File: config.mk
export PLATFORM = sky130hd
export DESIGN_NAME = pcie_uerr_regs
export DESIGN_NICKNAME = d
export VERILOG_FILES = /design/src/rtl/uerr_pkg.sv /design/src/rtl/uerr_status_reg.sv /design/src/rtl/uerr_cfg_reg.sv /design/src/rtl/uerr_req_merge.sv /design/src/rtl/pcie_uerr_regs.sv
export SDC_FILE = /design/constraint.sdc
export NUM_CORES = 1
export LEC_CHECK = 0
export CAP_MARGIN = 20
export CORE_AREA = 2 2 76 78
export CTS_BUF_LIST = sky130_fd_sc_hd__clkbuf_4
export DETAILED_ROUTE_END_ITERATION = 16
export DIE_AREA = 0 0 78 80
export GPL_TIMING_DRIVEN = 0
export HOLD_SLACK_MARGIN = 0.08
export PLACE_DENSITY = 0.9
export SLEW_MARGIN = 40
export SYNTH_ARGS = -nofsm -noshare
export SYNTH_HDL_FRONTEND = slang
export SYNTH_SLANG_ARGS = --single-unit
File: constraint.sdc
create_clock -name clk -period 4.9 [get_ports clk]
set_input_delay 0.735 -clock clk [delete_from_list [all_inputs] [get_ports clk]]
set_output_delay 0.735 -clock clk [all_outputs]
set_load 0.03 [all_outputs]
File: src/rtl/uerr_pkg.sv
package uerr_pkg;

    localparam int unsigned DW = 32;
    localparam int unsigned BW = DW / 8;

    // status positions that latch events and clear on write-one
    localparam logic [DW-1:0] STS_STICKY  = 32'h001D_D030;
    // status positions that are plain storage
    localparam logic [DW-1:0] STS_PLAIN   = 32'h0000_0001;
    // mask / severity storage positions
    localparam logic [DW-1:0] CFG_STORE   = 32'h001F_D031;
    // severity position hardwired to one
    localparam logic [DW-1:0] SEV_TIED    = 32'h0000_2000;
    localparam logic [DW-1:0] SEV_RESET   = 32'h0006_2031;

    typedef enum logic [1:0] {
        SEL_NONE,
        SEL_STATUS,
        SEL_MASK,
        SEL_SEVERITY
    } reg_sel_e;

endpackage

File: src/rtl/uerr_status_reg.sv
module uerr_status_reg
    import uerr_pkg::*;
(
    input  logic          clk,
    input  logic          rst_n,
    input  logic          wr_en,
    input  logic [DW-1:0] wdata,
    input  logic [DW-1:0] lane_bits,
    input  logic [DW-1:0] evt,
    output logic [DW-1:0] sts_val
);

    logic [DW-1:0] sts_q;
    logic [DW-1:0] sts_d;
    logic [DW-1:0] clr_bits;
    logic [DW-1:0] set_bits;
    logic [DW-1:0] plain_we;

    always_comb begin
        clr_bits = wr_en ? (wdata & lane_bits & STS_STICKY) : '0;
        set_bits = evt & STS_STICKY;
        plain_we = wr_en ? (lane_bits & STS_PLAIN) : '0;
        sts_d    = (((sts_q & ~clr_bits) | set_bits) & STS_STICKY)
                 | (((sts_q & ~plain_we) | (wdata & plain_we)) & STS_PLAIN);
    end

    always_ff @(posedge clk) begin
        if (!rst_n) begin
            sts_q <= '0;
        end else begin
            sts_q <= sts_d;
        end
    end

    assign sts_val = sts_q & (STS_STICKY | STS_PLAIN);

endmodule

File: src/rtl/uerr_cfg_reg.sv
module uerr_cfg_reg
    import uerr_pkg::*;
#(
    parameter logic [DW-1:0] STORE_BITS = CFG_STORE,
    parameter logic [DW-1:0] RESET_VAL  = '0,
    parameter logic [DW-1:0] TIED_ONES  = '0
) (
    input  logic          clk,
    input  logic          rst_n,
    input  logic          wr_en,
    input  logic [DW-1:0] wdata,
    input  logic [DW-1:0] lane_bits,
    output logic [DW-1:0] cfg_val
);

    localparam logic [DW-1:0] INIT_Q = RESET_VAL & STORE_BITS;

    logic [DW-1:0] cfg_q;
    logic [DW-1:0] we_bits;

    assign we_bits = wr_en ? (lane_bits & STORE_BITS) : '0;

    always_ff @(posedge clk) begin
        if (!rst_n) begin
            cfg_q <= INIT_Q;
        end else begin
            cfg_q <= (cfg_q & ~we_bits) | (wdata & we_bits);
        end
    end

    assign cfg_val = (cfg_q & STORE_BITS) | TIED_ONES;

endmodule

File: src/rtl/uerr_req_merge.sv
module uerr_req_merge
    import uerr_pkg::*;
(
    input  logic [DW-1:0] sts_val,
    input  logic [DW-1:0] msk_val,
    input  logic [DW-1:0] sev_val,
    output logic          fatal_req,
    output logic          nonfatal_req
);

    logic [DW-1:0] live;

    assign live         = sts_val & ~msk_val;
    assign fatal_req    = |(live & sev_val);
    assign nonfatal_req = |(live & ~sev_val);

endmodule

File: src/rtl/pcie_uerr_regs.sv
module pcie_uerr_regs
    import uerr_pkg::*;
#(
    parameter int unsigned         ADDR_W  = 12,
    parameter logic [ADDR_W-1:0]   STS_OFS = 12'h104,
    parameter logic [ADDR_W-1:0]   MSK_OFS = 12'h108,
    parameter logic [ADDR_W-1:0]   SEV_OFS = 12'h10C
) (
    input  logic              clk,
    input  logic              rst_n,
    input  logic [ADDR_W-1:0] reg_addr,
    input  logic              reg_wr,
    input  logic [DW-1:0]     reg_wdata,
    input  logic [BW-1:0]     reg_be,
    input  logic              reg_rd,
    output logic [DW-1:0]     reg_rdata,
    input  logic [DW-1:0]     err_evt,
    output logic              fatal_req,
    output logic              nonfatal_req
);

    reg_sel_e      sel;
    logic [DW-1:0] lane_bits;
    logic [DW-1:0] sts_val;
    logic [DW-1:0] msk_val;
    logic [DW-1:0] sev_val;
    logic [DW-1:0] rd_mux;

    for (genvar g = 0; g < BW; g++) begin : g_lane
        assign lane_bits[g*8 +: 8] = {8{reg_be[g]}};
    end

    always_comb begin
        if (reg_addr == STS_OFS) begin
            sel = SEL_STATUS;
        end else if (reg_addr == MSK_OFS) begin
            sel = SEL_MASK;
        end else if (reg_addr == SEV_OFS) begin
            sel = SEL_SEVERITY;
        end else begin
            sel = SEL_NONE;
        end
    end

    uerr_status_reg u_sts (
        .clk       (clk),
        .rst_n     (rst_n),
        .wr_en     (reg_wr && (sel == SEL_STATUS)),
        .wdata     (reg_wdata),
        .lane_bits (lane_bits),
        .evt       (err_evt),
        .sts_val   (sts_val)
    );

    uerr_cfg_reg #(
        .STORE_BITS (CFG_STORE),
        .RESET_VAL  ('0),
        .TIED_ONES  ('0)
    ) u_msk (
        .clk       (clk),
        .rst_n     (rst_n),
        .wr_en     (reg_wr && (sel == SEL_MASK)),
        .wdata     (reg_wdata),
        .lane_bits (lane_bits),
        .cfg_val   (msk_val)
    );

    uerr_cfg_reg #(
        .STORE_BITS (CFG_STORE),
        .RESET_VAL  (SEV_RESET),
        .TIED_ONES  (SEV_TIED)
    ) u_sev (
        .clk       (clk),
        .rst_n     (rst_n),
        .wr_en     (reg_wr && (sel == SEL_SEVERITY)),
        .wdata     (reg_wdata),
        .lane_bits (lane_bits),
        .cfg_val   (sev_val)
    );

    uerr_req_merge u_merge (
        .sts_val      (sts_val),
        .msk_val      (msk_val),
        .sev_val      (sev_val),
        .fatal_req    (fatal_req),
        .nonfatal_req (nonfatal_req)
    );

    always_comb begin
        unique case (sel)
            SEL_STATUS:   rd_mux = sts_val;
            SEL_MASK:     rd_mux = msk_val;
            SEL_SEVERITY: rd_mux = sev_val;
            SEL_NONE:     rd_mux = '0;
        endcase
    end

    always_ff @(posedge clk) begin
        if (!rst_n) begin
            reg_rdata <= '0;
        end else begin
            reg_rdata <= reg_rd ? rd_mux : '0;
        end
    end

endmodule

==> impl_metrics.csv <==
group,metric,value,unit
synth,yosysWarnings,0,
clocking,cts_tree,"done",
critical_path,critPathBufInv,1,
sta,setup_viol,0,
synth,synthDistinctLibCells,36,
floorplanning,io_pins,118,
synth,synth-simple-area-share,26.7,%
synth,syn-mean-instance-area,8.86,um^2
floorplanning,fp.dieArea,0.00624,mm^2
pwr,p_leak,0.00120,uW
cells_and_area,diodes,0,
synth,syn_area,0.00231,mm^2
global_route,antenna_found_initial,0,
floorplanning,die_w,78,um
critical_path,crit_arrival,2.09,ns
sta,tns,0,ns
clocking,clk_latency,0.37,ns
cells_and_area,fin_area,0.00309,mm^2
pwr,switching_share,28.4,%
global_route,grt-ovfl-total,0,
sta,hold_viol_final,0,
floorplanning,core_area,0.00541,mm^2
clocking,cts_hold_buf,0,
synth,synth_area_leaders,"dfxtp_1, mux2i_1, buf_4",
synth,synth-seq-cells,44,
cells_and_area,fillers,503,
clocking,cts_setup_buffers,0,
pwr,total_power,674,uW
route,drtAntennaViolNets,0,
place,place_hpwl,4480,um
route,drtPass1Iterations,4,
place,gp_congestion,0.865,
synth,synth_fa_ha_area_share,0,%
sta,slew_headroom,40.4,%
sta,rsz0062_at_grt,"false",
global_route,grt_pass1_vias,2072,
sta,post-route-min-period,2.83,ns
synth,synthMuxAreaShare,12.8,%
pwr,pwr-share-seq,54.6,%
place,port_buffers,52,
cells_and_area,synthToLayoutAreaGrowth,33.8,%
synth,ys.flop_type,"dfxtp_1",
synth,yosys.area.top_type,"dfxtp_1",
critical_path,crit_required,4.16,ns
clocking,clockRootBuffer,"clkbuf_4",
pwr,vdd_drop_max,0.110,mV
clocking,path_clk_slew,0.14,ns
min_path,min_path_type,"reg -> reg",
route,drc,0,
route,initialDrtViolationCount,165,
pwr,pwr-share-clk,26.7,%
synth,yosysTopAreaCellShare,38.1,%
sta,slew_violations,0,
route,vias_per_cell,5.12,
cells_and_area,drive_gt1_share,13.8,%
pwr,switchingPower,191,uW
sta,setup_ws,2.07,ns
job,max_cap_violations,0,
status,status,"completed",
route,wl_per_cell,14.3,um
critical_path,crit_type,"reg -> out",
place,dpl_worst_slack,1.76,ns
sta,skew,0.0168,ns
place,place_area,0.00301,mm^2
floorplanning,die_h,80,um
synth,synth_top_family_by_area,"simple AND/OR/NAND/NOR gates",
pwr,power_density,218,mW/mm^2
critical_path,worstPathMaxFanout,4,
clocking,cts_resized,0,
cells_and_area,final_nets,423,
global_route,track_usage,19.3,%
sta,fin_crit_sh,57.7,%
global_route,grt_max_degree,14,
critical_path,start_kind,"flip-flop",
sta,worstMarginPinSlew,0.886,ns
critical_path,end_kind,"output pin",
critical_path,slowest_stage,"clkdlybuf4s50_1",
critical_path,crit_family,"simple AND/OR/NAND/NOR gates",
clocking,numCtsBuffers,5,
synth,synth_xor_area_share,0,%
synth,async_flop_share,0,%
critical_path,cp_slowest_stage_delay,0.62,ns
floorplanning,num_rows,27,
global_route,grt_pass1_wl,9440,um
synth,postSynthCellCount,261,
route,drt-total-wl,5870,um
clocking,cts_max_path_buffers,2,
synth,ys_seq_area_share,38.1,%
pwr,p_int,483,uW
clocking,htreeDepth,2,
pwr,combPwrFrac,18.7,%
critical_path,crit_chain,"nor3b_1, nor4_1, nand3_1, clkdlybuf4s50_1",
sta,fmaxAchievable,354,MHz
route,num_vias,2108,
synth,synth_edf_count,0,
synth,synth_compound_area_share,10.8,%
clocking,cts_sinks,44,
floorplanning,start_util,42.8,%
layout by cell type, fill, tap and decap left out, types with 10 or more instances in the layout:
cell	instances
mux2i_1	24
conb_1	20
nand2_1	33
nor2b_1	11
clkbuf_1	10
nor2_1	11
buf_4	20
dfxtp_1	44
clkdlybuf4s50_1	52
inv_1	14
nand3b_1	10
path summary, 6_finish.rpt:
kind / start / to / slack (ns) / cells past startpoint
worst max-delay path: u_sts.sts_q[5]$_SDFF_PN0_ / nonfatal_req / 2.07 / 4
worst min-delay path: flip-flop / flip-flop / 0.48 / 2
worst max register to register: flip-flop / reg_rdata[14]$_SDFF_PN0_ / 3.81 / 2
worst min register to register: flip-flop / flip-flop / 0.48 / 2
worst min-delay path: cells and delay by family (launching register included):
| kind | cells | cell delay, ns |
|---|---|---|
| simple gates | 1 | 0.05 |
| flops | 1 | 0.33 |
| mux | 1 | 0.05 |
cell families (layout without fill, tap and decap cells):
group	Yosys count	count (layout)
buffers and inverters	48	108
and+or+nand+nor	105	105
other	1	20
muxes	29	29
DFF	44	44
AOI/OAI and AO/OA	34	34
layer usage:
metal | global-route usage, % | vias to the layer above | wire [um]
met4 | 7.72 | 0 | 102
met1 | 21.4 | 973 | 2320
li1 | - | 1038 | -
met2 | 35.6 | 80 | 3030
met5 | 0 | - | 0
met3 | 4.41 | 17 | 416
power by group through the flow:
stage	combinational, uW	clock, uW	sequential, uW
after global placement	120	0	376
after detailed placement	123	0	376
after floorplan	75.1	0	374
after CTS	124	178	368
after global routing	137	193	369
final	126	180	368
synthesized netlist by cell type, drive strengths merged, types with 2 or more instances:
cell / number
nand3b: 10
clkbuf: 10
or4bb: 2
mux2i: 24
nand2b: 3
mux2: 5
nor4: 10
a2111oi: 5
nor2b: 11
nand4b: 3
nand2: 33
dfxtp: 44
a31oi: 9
a21oi: 5
inv: 14
buf: 24
or4: 5
o21ai: 9
nor3b: 9
nand4: 3
a22oi: 5
nor2: 11
or4b: 2
through the flow:
step,hold WS [ns],cells,utilization (%)
2_1_floorplan,0.434,280,-
3_3_place_gp,0.446,404,55.4
3_5_place_dp,0.465,404,55.7
4_1_cts,0.482,412,56.8
5_1_grt,0.492,412,57.2
6_report,0.476,412,57.2
cell type report:
type                    count  area [um^2]  share of cell area [%]
clock inverters             2         11.3                   0.364
flip-flops and latches     44          881                    28.5
repair buffers             52          520                    16.8
clock buffers               6         45.0                    1.46
inverters                  14         52.6                    1.70
plain buffers              34          213                    6.88
well taps                  72         90.1                    2.91
multi-input cells         188         1280                    41.4
Power figures use the tool's default switching activity.
